### src/rtl/cond_pkg.sv
`timescale 1ns/1ps
package cond_pkg;

  typedef enum logic {
    MODE_WIDE   = 1'b0,
    MODE_NARROW = 1'b1
  } isa_mode_e;

  typedef struct packed {
    logic n;
    logic z;
    logic c;
    logic v;
  } flags_t;

  localparam int unsigned CODE_W = 4;

  // Base predicate per code pair (code[3:1]); code[0] selects inversion
  typedef enum logic [2:0] {
    GRP_Z    = 3'd0,
    GRP_C    = 3'd1,
    GRP_N    = 3'd2,
    GRP_V    = 3'd3,
    GRP_UHI  = 3'd4,
    GRP_SGE  = 3'd5,
    GRP_SGT  = 3'd6,
    GRP_ALL  = 3'd7
  } cond_grp_e;

endpackage

### src/rtl/cond_field_pick.sv
`timescale 1ns/1ps
module cond_field_pick
  import cond_pkg::*;
#(
  parameter int unsigned OP_W       = 32,
  parameter int unsigned NARROW_LSB = 8
) (
  input  isa_mode_e           mode_i,
  input  logic [OP_W-1:0]     opcode_i,
  input  logic                is_branch_i,
  output logic [CODE_W-1:0]   code_o,
  output logic                gated_o
);

  localparam int unsigned WIDE_LSB = OP_W - CODE_W;

  logic [CODE_W-1:0] wide_code, narrow_code;

  assign wide_code   = opcode_i[WIDE_LSB +: CODE_W];
  assign narrow_code = opcode_i[NARROW_LSB +: CODE_W];

  always_comb begin
    unique case (mode_i)
      MODE_WIDE: begin
        code_o  = wide_code;
        gated_o = 1'b1;
      end
      default: begin
        code_o  = narrow_code;
        gated_o = is_branch_i;  // narrow: only branches are conditional
      end
    endcase
  end

  logic unused_op_bits;
  assign unused_op_bits = ^{opcode_i[WIDE_LSB-1:NARROW_LSB+CODE_W], opcode_i[NARROW_LSB-1:0]};

endmodule

### src/rtl/cond_flag_eval.sv
`timescale 1ns/1ps
module cond_flag_eval
  import cond_pkg::*;
(
  input  flags_t              flags_i,
  input  logic [CODE_W-1:0]   code_i,
  output logic                pass_o
);

  localparam int unsigned N_CODES = 1 << CODE_W;
  localparam int unsigned N_GRPS  = N_CODES / 2;

  logic [N_CODES-1:0] pass_vec;
  logic               sgn_eq;

  assign sgn_eq = (flags_i.n == flags_i.v);

  for (genvar g = 0; g < N_GRPS; g++) begin : g_grp
    logic base;
    always_comb begin
      unique case (cond_grp_e'(g))
        GRP_Z:   base = flags_i.z;
        GRP_C:   base = flags_i.c;
        GRP_N:   base = flags_i.n;
        GRP_V:   base = flags_i.v;
        GRP_UHI: base = flags_i.c & ~flags_i.z;
        GRP_SGE: base = sgn_eq;
        GRP_SGT: base = ~flags_i.z & sgn_eq;
        default: base = 1'b1;
      endcase
    end
    assign pass_vec[2*g] = base;
    if (g == N_GRPS - 1) begin : g_always
      assign pass_vec[2*g+1] = 1'b1;
    end else begin : g_inv
      assign pass_vec[2*g+1] = ~base;
    end
  end

  assign pass_o = pass_vec[code_i];

endmodule

### src/rtl/cond_next_pc.sv
`timescale 1ns/1ps
module cond_next_pc
  import cond_pkg::*;
#(
  parameter int unsigned ADDR_W     = 32,
  parameter int unsigned WIDE_BYTES = 4
) (
  input  isa_mode_e           mode_i,
  input  logic [ADDR_W-1:0]   pc_i,
  output logic [ADDR_W-1:0]   next_o
);

  localparam logic [ADDR_W-1:0] STEP_WIDE   = ADDR_W'(WIDE_BYTES);
  localparam logic [ADDR_W-1:0] STEP_NARROW = ADDR_W'(WIDE_BYTES / 2);

  assign next_o = pc_i + ((mode_i == MODE_NARROW) ? STEP_NARROW : STEP_WIDE);

endmodule

### src/rtl/cond_gate.sv
`timescale 1ns/1ps
module cond_gate
  import cond_pkg::*;
#(
  parameter int unsigned OP_W    = 32,
  parameter int unsigned ST_W    = 32,
  parameter int unsigned ADDR_W  = 32,
  parameter bit          REG_OUT = 1'b1
) (
  input  logic                clk_i,
  input  logic                rst_ni,
  input  logic                mode_i,
  input  logic [OP_W-1:0]     opcode_i,
  input  logic                is_branch_i,
  input  logic [ST_W-1:0]     status_i,
  input  logic [ADDR_W-1:0]   pc_i,
  output logic                exec_o,
  output logic [CODE_W-1:0]   cond_o,
  output logic [ADDR_W-1:0]   fall_pc_o
);

  localparam int unsigned FLAG_LSB = ST_W - 4;

  isa_mode_e         mode;
  flags_t            flags;
  logic [CODE_W-1:0] code_d;
  logic              gated, pass;
  logic              exec_d;
  logic [ADDR_W-1:0] next_d;

  assign mode  = isa_mode_e'(mode_i);
  assign flags = flags_t'(status_i[FLAG_LSB +: 4]);

  logic unused_status;
  assign unused_status = ^status_i[FLAG_LSB-1:0];

  cond_field_pick #(.OP_W(OP_W)) i_pick (
    .mode_i      (mode),
    .opcode_i    (opcode_i),
    .is_branch_i (is_branch_i),
    .code_o      (code_d),
    .gated_o     (gated)
  );

  cond_flag_eval i_eval (
    .flags_i (flags),
    .code_i  (code_d),
    .pass_o  (pass)
  );

  cond_next_pc #(.ADDR_W(ADDR_W)) i_npc (
    .mode_i (mode),
    .pc_i   (pc_i),
    .next_o (next_d)
  );

  assign exec_d = ~gated | pass;

  if (REG_OUT) begin : g_reg
    always_ff @(posedge clk_i or negedge rst_ni) begin
      if (!rst_ni) begin
        exec_o    <= 1'b0;
        cond_o    <= '0;
        fall_pc_o <= '0;
      end else begin
        exec_o    <= exec_d;
        cond_o    <= code_d;
        fall_pc_o <= next_d;
      end
    end
  end else begin : g_comb
    logic unused_clk;
    assign unused_clk = clk_i ^ rst_ni;
    assign exec_o    = exec_d;
    assign cond_o    = code_d;
    assign fall_pc_o = next_d;
  end

endmodule

### config.mk
export PLATFORM = sky130hd
export DESIGN_NAME = cond_gate
export DESIGN_NICKNAME = d
export VERILOG_FILES = /design/src/rtl/cond_pkg.sv /design/src/rtl/cond_field_pick.sv /design/src/rtl/cond_flag_eval.sv /design/src/rtl/cond_next_pc.sv /design/src/rtl/cond_gate.sv
export SDC_FILE = /design/constraint.sdc
export NUM_CORES = 1
export LEC_CHECK = 0
export ABC_AREA = 1
export BUFFER_PORTS_ARGS = -buffer_cell sky130_fd_sc_hd__buf_2
export CAP_MARGIN = 20
export CORE_ASPECT_RATIO = 1.1
export CORE_UTILIZATION = 45
export CTS_BUF_LIST = sky130_fd_sc_hd__clkbuf_8
export DETAILED_ROUTE_END_ITERATION = 8
export MAX_ROUTING_LAYER = met4
export PLACE_DENSITY = 0.95
export REMOVE_ABC_BUFFERS = 1
export SLEW_MARGIN = 10
export SYNTH_ARGS = -nofsm -noshare
export SYNTH_HDL_FRONTEND = slang
export SYNTH_SLANG_ARGS = --single-unit
### constraint.sdc
create_clock -name clk_i -period 0.8 [get_ports clk_i]
set_clock_uncertainty 0.05 [all_clocks]
set_input_delay 0.04 -clock clk_i [delete_from_list [all_inputs] [get_ports clk_i]]
set_output_delay 0.04 -clock clk_i [all_outputs]
set_load 0.02 [all_outputs]
==> impl_metrics.toml <==
[sta]
rsz0062_at_grt = "yes"
hold_ws_ns = -0.02112
drv_slew = 0
slew_headroom_pct = 62.40
finalWorstSetupSlack_ns = -0.4989
worstMarginPinSlew_ns = 0.5597
fmax_mhz = 769.9
period_needed_ns = 1.299
final-hold-violation-count = 2
setup_viol = 68
post-route-period-util_pct = 162.4

[logic_synthesis]
synth.cell_area_um2 = 1958
ys.flop_type = "dfrtp_1"
synthTopCellsByCount = "64 x nand2_1, 37 x dfrtp_1, 25 x inv_1, 23 x nand3_1, 21 x nor2_1"
synthArstFlopShare_pct = 100.0
ys_warn_count = 0
avgSynthCellArea_um2 = 8.332
yosysUniqueCellTypes = 24
yosys.area.top_type = "dfrtp_1"
synth_area_leaders = "dfrtp_1 47%, nand2_1 12%, xor2_1 8.1%, nand3_1 5.9%, inv_1 4.8%"
yosysTopAreaCellShare_pct = 47.28
syn_inst = 235
synth-seq-cells = 37
ys_seq_area_share_pct = 47.28
yosysMostFrequentCell = "nand2_1"
synth_enable_flop_cells = 0

[cts]
clockBufferDepth = 2
clock_sinks = 37
tritoncts = "built"
cts-root-buf = "clkbuf_8"
path_clk_slew_ns = 0.08
cts_hold_buf = 6
htreeDepth = 2
numCtsBuffers = 5

[placed_design]
routabilityCongestion = 1.048
post-dp-hpwl_um = 4991
pre_cts_ws_ns = -0.7887
dp_cells = 424
io_buffers = 84

[global_routing]
overflow = 0
globalRouteMet2Util_pct = 67.59
antenna_found_initial = 0
use_met1_pct = 45.63
grt_first_pass_wirelength_um = 13890
met3_usage_pct = 9.839
grt_max_degree = 28
busiest_layer = "met2"
grt_pass1_vias = 2736
grt_use_total_pct = 42.48

[floorplanning]
ios = 137
die_h_um = 71.19
initial_core_util_pct = 48.30
fp.dieW_um = 64.90
core_um2 = 4054
dieArea_um2 = 4620
core.rowCount = 24

[pwr]
p_leak_nw = 1.901
total_power_w = 0.005086
power_density_nw_per_um2 = 1357
ir_drop_mv = 1.528

[run_status]
failed_checks = "negative hold slack, negative setup slack"
status = "complete, but fails checks"

[job]
maxCapViolations = 0

[worst_setup_path]
cp_max_fo = 3
startpoint = "mode_i"
critPathCapture = "fall_pc_o[21]"
cp-end-kind = "flop"
worst_setup_path_start_kind = "input port"
crit_arrival_ns = 1.47
critPathRequiredTime_ns = 0.97
path_class = "in2reg"

[route]
drtIter0Drc = 412
wl_um = 11920
antenna_left = 0
vias = 2911
drc_errors = 0
post_drt_wl_per_cell_um = 26.31
vias_per_cell = 6.426
dr.pass1.iters = 5

[cells_and_area]
seq_area_um2 = 925.9
fillers = 119
final_core_util_pct = 92.47
area_growth_pct = 91.44
final_nets = 503
drive_gt1_share_pct = 56.86
antenna_cells = 0
multi_input_area_um2 = 1272
fin_cells = 453

[min_path]
hp-class = "in2reg"
## final cells by class
type                       instances  share of cell area, %
clock buffer                       5                  1.836
clock inverter                     3                 0.3672
inverter                          26                  2.737
multi-input combinational        172                  33.95
sequential                        37                  24.70
tap                               52                  1.736
timing repair buffer             158                  34.68
## worst max-delay path: stages
cell and delay (ns):
buf_12 0.09, ha_4 0.15, fa_2 0.26, nand3_4 0.12, buf_4 0.15, buf_6 0.11
nor3_4 0.28, xor2_2 0.25
## worst min-delay path by stage
stage             start            end  cells past startpoint
6_report       pc_i[26]  fall_pc_o[26]                      3
5_1_grt         pc_i[7]   fall_pc_o[7]                      3
4_1_cts        pc_i[26]  fall_pc_o[26]                      3
3_5_place_dp     rst_ni  fall_pc_o[26]                      1
3_3_place_gp     rst_ni  fall_pc_o[26]                      1
2_1_floorplan    rst_ni      cond_o[0]                      0
## logic make-up after synthesis
family	share of synthesized area [%]
and+or+nand+nor	32.52
DFF	47.28
xor gates and xnor gates	11.63
buffers and inverters	4.984
AOI/OAI and AO/OA	1.278
adders and majority gates	2.300
## sequential cells by signal (all words and copies together) (netlist names)
signal,count
fall_pc_o,32
exec_o,1
cond_o,4
## metal layers
layer | vias to the layer above | wire, um | part of all wire, %
met3 | 138 | 1702 | 14
li1 | 1070 | - | -
met5 | - | 0 | 0
met2 | 369 | 5329 | 45
met1 | 1334 | 3692 | 31
met4 | 0 | 1194 | 10
## where the power goes
group          internal, W  switching, W  total (W)
Combinational     0.000749      0.000910    0.00166
Sequential         0.00199     0.0000821    0.00208
Clock             0.000592      0.000760    0.00135
## layout by cell type, fill, tap and decap left out, drive strengths merged
cell and instances:
buf 152, nand2 67, dfrtp 37, inv 27, nand3 24, nor2 23, xor2 18, nor3 12
xnor2 8, dlygate4sd3 6, clkbuf 5, o21ai 5, nand4 4, nor3b 3, nand3b 2, ha 2
clkinv 2, or2 2, and2 1, fa 1
## timing repair
action                                  in CTS  in global routing
hold endpoints to repair                    51                  3
buffers inserted                             8                  7
gates resized for setup                    122                 51
pin swaps                                   21                 19
endpoints found under the setup margin      68                 67
## through the flow
step                TNS [ns]  hold WS [ns]  area (um2)
floorplan             -9.711       -0.3056        1958
global placement      -17.82       -0.1046        2854
detailed placement    -20.44      -0.09259        2854
CTS                   -8.570      -0.01849        3471
global route          -15.59      -0.01630        3749
finish                -14.53      -0.02112        3749
(Power assumes the default switching activity.)
